===== config.mk =====
export PLATFORM = sky130hd
export DESIGN_NAME = page_xlate
export DESIGN_NICKNAME = d
export VERILOG_FILES = /design/src/rtl/pg_pkg.sv /design/src/rtl/pg_table.sv /design/src/rtl/pg_resp.sv /design/src/rtl/page_xlate.sv
export SDC_FILE = /design/constraint.sdc
export NUM_CORES = 1
export LEC_CHECK = 0
export ABC_CLOCK_PERIOD_IN_PS = 2210
export BUFFER_PORTS_ARGS = -buffer_cell sky130_fd_sc_hd__buf_4
export CAP_MARGIN = 20
export CORE_MARGIN = 1.5
export CORE_UTILIZATION = 50
export CTS_CLUSTER_DIAMETER = 60
export DETAILED_ROUTE_END_ITERATION = 10
export GPL_TIMING_DRIVEN = 0
export PLACE_DENSITY = 0.79
export SLEW_MARGIN = 30
export SYNTH_ARGS = -nofsm -noshare
export SYNTH_HDL_FRONTEND = slang
export SYNTH_SLANG_ARGS = --single-unit
export TNS_END_PERCENT = 5

===== constraint.sdc =====
create_clock -name clk -period 2.21 [get_ports clk]
set_input_delay 0.663 -clock clk [delete_from_list [all_inputs] [get_ports clk]]
set_output_delay 0.663 -clock clk [all_outputs]
set_load 0.01 [all_outputs]

===== src/rtl/pg_pkg.sv =====
package pg_pkg;
  localparam int DEF_PAGE_W  = 4;
  localparam int DEF_OFF_W   = 12;
  localparam int DEF_FRAME_W = 3;
endpackage


===== src/rtl/pg_table.sv =====
module pg_table #(
  parameter int PAGE_W  = pg_pkg::DEF_PAGE_W,
  parameter int FRAME_W = pg_pkg::DEF_FRAME_W
) (
  input  logic               clk,
  input  logic               rst,
  input  logic               cfg_we,
  input  logic [PAGE_W-1:0]  cfg_page,
  input  logic               cfg_mapped,
  input  logic [FRAME_W-1:0] cfg_frame,
  input  logic               used_clear,
  input  logic               acc_en,
  input  logic [PAGE_W-1:0]  acc_page,
  input  logic               acc_write,
  output logic               rd_mapped,
  output logic [FRAME_W-1:0] rd_frame,
  output logic               rd_used,
  output logic               rd_dirty
);
  localparam int ENTRIES = 1 << PAGE_W;

  logic [ENTRIES-1:0] mapped_q, used_q, dirty_q;
  logic [FRAME_W-1:0] frame_q [ENTRIES];
  logic               hit;

  assign rd_mapped = mapped_q[acc_page];
  assign rd_frame  = frame_q[acc_page];
  assign rd_used   = used_q[acc_page];
  assign rd_dirty  = dirty_q[acc_page];
  assign hit       = acc_en && rd_mapped;

  always_ff @(posedge clk) begin
    if (rst) begin
      mapped_q <= '0;
      used_q   <= '0;
      dirty_q  <= '0;
      for (int i = 0; i < ENTRIES; i++) frame_q[i] <= '0;
    end else begin
      for (int i = 0; i < ENTRIES; i++) begin
        if (cfg_we && cfg_page == PAGE_W'(i)) begin
          mapped_q[i] <= cfg_mapped;
          frame_q[i]  <= cfg_frame;
          used_q[i]   <= 1'b0;
          dirty_q[i]  <= 1'b0;
        end else begin
          if (used_clear) used_q[i] <= 1'b0;
          if (hit && acc_page == PAGE_W'(i)) begin
            used_q[i] <= 1'b1;
            if (acc_write) dirty_q[i] <= 1'b1;
          end
        end
      end
    end
  end
endmodule


===== src/rtl/pg_resp.sv =====
module pg_resp #(
  parameter int PAGE_W  = pg_pkg::DEF_PAGE_W,
  parameter int OFF_W   = pg_pkg::DEF_OFF_W,
  parameter int FRAME_W = pg_pkg::DEF_FRAME_W
) (
  input  logic                     clk,
  input  logic                     rst,
  input  logic                     acc_en,
  input  logic [PAGE_W-1:0]        acc_page,
  input  logic [OFF_W-1:0]         acc_off,
  input  logic                     rd_mapped,
  input  logic [FRAME_W-1:0]       rd_frame,
  input  logic                     rd_used,
  input  logic                     rd_dirty,
  output logic                     rsp_valid,
  output logic                     rsp_fault,
  output logic [FRAME_W+OFF_W-1:0] rsp_paddr,
  output logic [PAGE_W-1:0]        rsp_fault_page,
  output logic                     rsp_prev_used,
  output logic                     rsp_prev_dirty
);
  always_ff @(posedge clk) begin
    if (rst || !acc_en) begin
      rsp_valid      <= 1'b0;
      rsp_fault      <= 1'b0;
      rsp_paddr      <= '0;
      rsp_fault_page <= '0;
      rsp_prev_used  <= 1'b0;
      rsp_prev_dirty <= 1'b0;
    end else begin
      rsp_valid      <= 1'b1;
      rsp_fault      <= !rd_mapped;
      rsp_paddr      <= rd_mapped ? {rd_frame, acc_off} : '0;
      rsp_fault_page <= rd_mapped ? '0 : acc_page;
      rsp_prev_used  <= rd_used;
      rsp_prev_dirty <= rd_dirty;
    end
  end
endmodule


===== src/rtl/page_xlate.sv =====
module page_xlate #(
  parameter int PAGE_W  = pg_pkg::DEF_PAGE_W,
  parameter int OFF_W   = pg_pkg::DEF_OFF_W,
  parameter int FRAME_W = pg_pkg::DEF_FRAME_W
) (
  input  logic                      clk,
  input  logic                      rst,
  input  logic                      cfg_we,
  input  logic [PAGE_W-1:0]         cfg_page,
  input  logic                      cfg_mapped,
  input  logic [FRAME_W-1:0]        cfg_frame,
  input  logic                      used_clear,
  input  logic                      req_valid,
  input  logic [PAGE_W+OFF_W-1:0]   req_vaddr,
  input  logic                      req_write,
  output logic                      rsp_valid,
  output logic                      rsp_fault,
  output logic [FRAME_W+OFF_W-1:0]  rsp_paddr,
  output logic [PAGE_W-1:0]         rsp_fault_page,
  output logic                      rsp_prev_used,
  output logic                      rsp_prev_dirty
);
  localparam int VA_W = PAGE_W + OFF_W;

  logic [PAGE_W-1:0]  acc_page;
  logic [OFF_W-1:0]   acc_off;
  logic               rd_mapped, rd_used, rd_dirty;
  logic [FRAME_W-1:0] rd_frame;

  assign acc_page = req_vaddr[VA_W-1 -: PAGE_W];
  assign acc_off  = req_vaddr[OFF_W-1:0];

  pg_table #(.PAGE_W(PAGE_W), .FRAME_W(FRAME_W)) u_table (
    .clk(clk), .rst(rst),
    .cfg_we(cfg_we), .cfg_page(cfg_page), .cfg_mapped(cfg_mapped), .cfg_frame(cfg_frame),
    .used_clear(used_clear),
    .acc_en(req_valid), .acc_page(acc_page), .acc_write(req_write),
    .rd_mapped(rd_mapped), .rd_frame(rd_frame), .rd_used(rd_used), .rd_dirty(rd_dirty)
  );

  pg_resp #(.PAGE_W(PAGE_W), .OFF_W(OFF_W), .FRAME_W(FRAME_W)) u_resp (
    .clk(clk), .rst(rst),
    .acc_en(req_valid), .acc_page(acc_page), .acc_off(acc_off),
    .rd_mapped(rd_mapped), .rd_frame(rd_frame), .rd_used(rd_used), .rd_dirty(rd_dirty),
    .rsp_valid(rsp_valid), .rsp_fault(rsp_fault), .rsp_paddr(rsp_paddr),
    .rsp_fault_page(rsp_fault_page), .rsp_prev_used(rsp_prev_used),
    .rsp_prev_dirty(rsp_prev_dirty)
  );
endmodule


# Yosys cells after proc, flatten, opt, wreduce, memory -nomap -nowiden
# Memory sizes are Yosys's and may differ from the RTL's. A register that Yosys moved wholly into a read port is not among the register bits.
# Cells that the tools add are included.
[word_totals]
regBits = 71
mem_bits_rw = 48
in_bits = 30
out_inout_bits = 23
word_cells = 281
mem_count = 1
[mem_list]
columns = ["name", "words", "width", "read_ports", "rd_clocked_by_memory_dff", "wr", "line_no", "rtl"]
rows = [
  ["u_table.frame_q", 16, 3, 1, 1, 16, "pg_table.sv:23", "logic [FRAME_W-1:0] frame_q [ENTRIES];"],
]
[op_classes]
order_cmp = 1
eq_ne = 30
mux = 90
n_bitwise = 17
n_reduce_logical = 88
[op_table]
columns = ["operator", "count"]
rows = [
  ["1-bit 2-to-1 mux", 71],
  ["4-bit == test, second input constant", 16],
  ["3-bit 2-to-1 mux", 16],
  ["2-bit OR reduction", 18],
  ["1-bit logical AND", 33],
  ["4-bit by 3-bit == test with 1-bit output, second input constant", 8],
  ["2-bit AND reduction", 16],
  ["2-bit nonzero test", 16],
  ["4-bit by 2-bit == test with 1-bit output, second input constant", 4],
  ["1-bit OR", 16],
  ["1-bit binary-select mux with 4-bit select", 3],
  ["4-bit by 1-bit == test with 1-bit output, second input constant", 2],
  ["4-bit logical NOT", 2],
  ["4-bit by 5-bit < comparator with 1-bit output, second input constant", 1],
  ["1-bit logical NOT", 2],
  ["1-bit logical OR", 1],
  ["1-bit NOT", 1],
]

# Longest topological paths before layout
[logic_depth]
ltp_word = 6
depth_mapped = 7
depth_no_buf = 6

# Modules after synthesis
# A second synthesis with hierarchy kept.
[unflattened]
hier_cells = 463
area_unflattened_um2 = 5367.6
[by_module_without_submodules]
columns = ["module", "n_inst", "cells_each", "area_each_um2", "seq_area_each_um2"]
rows = [
  ["pg_table", 1, 411, 4621.9, 2402.3],
  ["pg_resp", 1, 52, 745.7, 460.4],
]

# Worst setup path after synthesis
# OpenSTA, ideal clock, no wires.
[synth_timing]
path_type = "input-to-reg"
startpoint = "input req_vaddr[12]"
endpoint = "register u_resp.rsp_prev_dirty"
setup_ps = 115
t_arrival_ps = 2044
required_ps = 2095
slack_ps = 51
path_stages = 5
path_buffers = 2
path_cell_list = "buf_6 buf_6 mux4_1 mux4_2 and2_1"
[synth_between]
elab_chain_len = 2
[synth_rtl]
columns = ["item", "line_no", "rtl"]
rows = [
  ["from (decl)", "page_xlate.sv:14", "input logic [PAGE_W+OFF_W-1:0] req_vaddr,"],
  ["1-bit binary-select mux with 4-bit select", "pg_table.sv:29", "assign rd_dirty = dirty_q[acc_page];"],
  ["1-bit 2-to-1 mux (not written as such)", "pg_table.sv:29", ""],
  ["to (signal assigned)", "pg_resp.sv:36", "rsp_prev_dirty <= rd_dirty;"],
  ["to (decl)", "pg_resp.sv:20", "output logic rsp_prev_dirty"],
]
# No other way between the ends. The select of a mux whose other input is x is not followed.
# A chain may end at the register's enable or synchronous reset.

# Worst setup path after layout
[layout_timing]
startpoint = "input req_vaddr[13]"
endpoint = "register u_resp.rsp_paddr[12] (read register of u_table.frame_q)"
[layout_between]
elab_chain_len = 4
[layout_rtl]
columns = ["item", "line_no", "rtl"]
rows = [
  ["1-bit binary-select mux with 4-bit select", "pg_table.sv:26", "assign rd_mapped = mapped_q[acc_page];"],
  ["1-bit 2-to-1 mux (not written as such)", "pg_table.sv:26", ""],
  ["1-bit NOT (no line)", "-", ""],
  ["2-bit OR reduction (no line)", "-", ""],
  ["to (decl)", "pg_resp.sv:17", "output logic [FRAME_W+OFF_W-1:0] rsp_paddr,"],
]
# Several ways; a longest one is shown, not always the timed one. The select of a mux whose other input is x is not followed.

==> qor_table.md <==
| Metric | Value |
|:---|:---|
| Worst path arrival time | 2590 ps |
| CTS buffer count | 17 |
| Total number of clock tree sinks | 119 |
| Total power | 5.567 mW |
| Measured slew at the worst slew-check pin | 703.4 ps |
| Async set-reset flop share out of synthesis | 0% |
| Area fraction in compound gates after synthesis | 8.081% |
| Site Rows | 37 |
| Synthesized area divided by synthesized cell count | 11.51 µm² |
| Starting density of the core | 50.85% |
| Combinational family with the most area after synthesis | simple AND/OR/NAND/NOR gates |
| Period utilisation layout | 98.01% |
| Clock latency on the worst-skew pair | 530 ps |
| Post-CTS resize count | 0 |
| Clock transition at path regs | 60 ps |
| Fraction of layout cells with a size suffix above 1 | 19.02% |
| Via count of the first global-routing pass | 3899 |
| Simple-gate portion of the synthesized area | 17.34% |
| Antenna violations before repair | 0 |
| Post-layout instance area | 6332 µm² |
| Full die area | 11030 µm² |
| Critical path cell sequence | buf_4, buf_6, clkbuf_1, mux4_1, mux4_2, and2_1 |
| Detail-routed via count per cell | 5.804 |
| Initial DRT Pass Iterations | 5 |
| Die Y-Extent | 105.0 µm |
| RSZ-0062 raised after global routing | yes |
| Post-route DRC violation count | 0 |
| Static power due to leakage | 2.519 nW |
| Remaining number of nets flagged by the antenna check after routing | 0 |
| Final Routed Wirelength | 12620 µm |
| Maximum number of pins on one net before global-route repair | 20 |
| Clock buffer depth | 2 |
| 1st-iter DRT viols | 272 |
| Fin nets | 548 |
| Final-layout fill cell count | 807 |
| CP Data Required Time | 2640 ps |
| Final Setup Violations | 0 |
| DPL Wire Length | 9002 µm |
| Synthesis-to-finish area growth | 21.72% |
| Maxcap violations | 0 |
| Kind of launch point of the worst setup path | primary input |
| Peak per-stage delay on the critical path | 490 ps |
| Setup Crit Path Kind | in2reg |
| Outcome | finished, final reports clean |
| Mapped Cells | 452 |
| Flip-flop and latch count after synthesis | 119 |
| Remaining global-route overflow | 0 |
| Post-Syn Area | 5202 µm² |
| Critical register-to-register path startpoint | u_table.mapped_q[2] |
| Total of warnings raised by yosys | 0 |
| Cell at the slowest stage of the critical path | clkbuf_1 |
| Part of the Yosys area used for sequential elements | 55.03% |
| Area after DPL | 5741 µm² |
| Power density cells | 879.2 nW/µm² |
| Maximum fanout count along the critical path | 19 |
| Hold path cells | 2 |
| Largest vdd supply drop | 540.2 µV |
| Minimum clock period after layout | 2166 ps |
| Reg-to-reg endpoint | u_table.dirty_q[1] |
| Post-Synth Adder-Cell Area | 0% |
| TritonCTS clock tree | done |
| Final Max Slew Viols | 0 |
| Syn nets | 482 |
| Number of enable flip-flop cells after synthesis | 48 |
| Dominant synthesized flop cell | dfxtp_1 |
| Min-Delay Path Class | in2reg |
| Avg WL per Cell | 18.93 µm |
| First-pass GRT wire length | 19890 µm |
| Total setup buffers inserted after CTS | 0 |
| Register-to-Register Path Depth | 5 |
| Hold_buf cts | 0 |
| Final setup skew | 4.830 ps |
| Antenna fix cells | 0 |
| Standard cell core area | 10230 µm² |
| Tightest slew margin relative to the limit | 53.01% |
| HP Start | req_vaddr[4] |
| Global routing usage summed across all routing layers | 24.27% |
| Horiz. Die Dim | 105.0 µm |
| Share of synthesized area spent on multiplexers | 15.58% |
| Total via count in the routed design | 3871 |
| Worst setup EP type | flop |
| Synth Area in XOR/XNOR | 0% |
| F_max | 461.7 MHz |
| Number of ports placed on the die boundary | 53 |
| Port Buffer Count | 49 |
| Number of different library cells in the post-synthesis netlist | 40 |
| Cell at the root of the clock tree | clkbuf_8 |
| Min-Delay Endpoint | u_resp.rsp_paddr[4] |
| Routability-driven placement congestion ratio | 0.9639 |
| Number of hold-slack violations in the final timing report | 0 |
| Flop2flop setup slack | 400 ps |
| Number of H-tree levels | 4 |
-- state kept, by name, summed over array words and instances, names as in the netlist --
signal and cells:
u_resp.rsp_prev_used 1, u_table.dirty_q 16, u_resp.rsp_fault 1, u_table.frame_q 48
u_resp.rsp_prev_dirty 1, u_table.used_q 16, u_resp.rsp_paddr 15, u_resp.rsp_fault_page 4
u_resp.rsp_valid 1, u_table.mapped_q 16
-- through the flow --
stage | utilization, % | hold WS (ps) | TNS, ps | std cells | setup slack (ps)
final | 61.89 | 329.6 | 0 | 667 | 44.03
after detailed placement | 56.11 | 436.5 | -18360 | 637 | -614.6
after floorplan | - | 416.5 | 0 | 452 | 50.88
after global routing | 61.89 | 326.4 | -22.88 | 667 | -15.73
after global placement | 56.11 | 430.8 | -14740 | 637 | -494.2
after CTS | 61.93 | 328.5 | 0 | 668 | 52.49
-- layout by cell type, fill, tap and decap left out, types with 4 or more instances in the layout --
master     netlist  layout
nand2_1         44      44
edfxtp_1        48      48
mux2i_1         15      15
a22oi_1          7       7
clkbuf_8         0       4
nor2_1          67      67
o41ai_2          4       4
buf_4            0      49
dfxtp_1         71      71
mux4_2           6       6
nor2b_1         12      12
nand2b_1        14      14
nand3_1         19      19
clkbuf_1        19      18
mux4_1          20      20
clkbuf_16        0      17
o31ai_1         16      16
o21ai_0          6       6
and2_1          22      22
a21oi_1         14      14
inv_1           17      17
-- synth_stat cells, types with 2 or more instances --
master	n	area share, %
nor2_1	67	4.8
nand3_1	19	1.8
nor2b_1	12	1.4
mux4_2	6	2.6
mux2i_1	15	2.9
mux4_1	20	10
or2_2	2	0.24
a32o_1	3	0.58
clkbuf_1	19	1.4
a31oi_1	2	0.24
and2_1	22	2.6
a21oi_1	14	1.3
o21ai_0	6	0.58
buf_6	3	0.65
a22oi_1	7	1.0
o41ai_2	4	1.3
dfxtp_1	71	27
nand2_1	44	3.2
edfxtp_1	48	28
o31ai_1	16	2.3
inv_1	17	1.2
nand2b_1	14	1.7
nor3b_1	2	0.29
buf_1	2	0.14
buf_2	2	0.19
-- area by class of cell --
class | count | area (µm²) | area share [%]
flip-flops and latches | 119 | 2863 | 45.21
multi-input cells | 288 | 2133 | 33.69
clock buffers | 22 | 484.2 | 7.647
repair buffers | 49 | 367.9 | 5.809
well taps | 136 | 170.2 | 2.687
plain buffers | 26 | 135.1 | 2.134
clock inverters | 10 | 115.1 | 1.818
inverters | 17 | 63.81 | 1.008
-- kinds of logic after synthesis --
group | after synthesis
flops | 119
mux | 41
buf+inv | 45
compound gates | 57
simple gates | 190
-- metal layers --
metal	track usage [%]	routed length, µm	vias up
met5	0	0	-
met4	10.76	310	0
met3	6.114	942	29
met2	40.94	6331	202
met1	29.34	5039	1872
li1	-	-	1768
-- worst max-delay path, delay by kind of cell --
family,cells,cell delay (ps)
muxes,2,910
buffers and inverters,3,840
and+or+nand+nor,1,170
-- how the worst max path moves through the flow --
stage | from | endpoint | slack [ps] | cells after the start
2_1_floorplan | req_vaddr[12] | u_resp.rsp_prev_dirty | 50 | 5
3_5_place_dp | req_vaddr[13] | u_resp.rsp_prev_used | -610 | 6
4_1_cts | req_vaddr[13] | u_resp.rsp_prev_used | 50 | 6
3_3_place_gp | req_vaddr[13] | u_resp.rsp_prev_used | -490 | 6
5_1_grt | req_vaddr[13] | u_resp.rsp_paddr[12] | -20 | 6
6_report | req_vaddr[13] | u_resp.rsp_paddr[12] | 40 | 6
-- power by group --
group | leakage, nW | internal, mW | switching, mW
sequential | 1.04 | 2.37 | 0.0223
clock | 0.293 | 1.76 | 0.992
combinational | 1.19 | 0.171 | 0.252
Note: power is estimated with default switching activity, not from simulation.
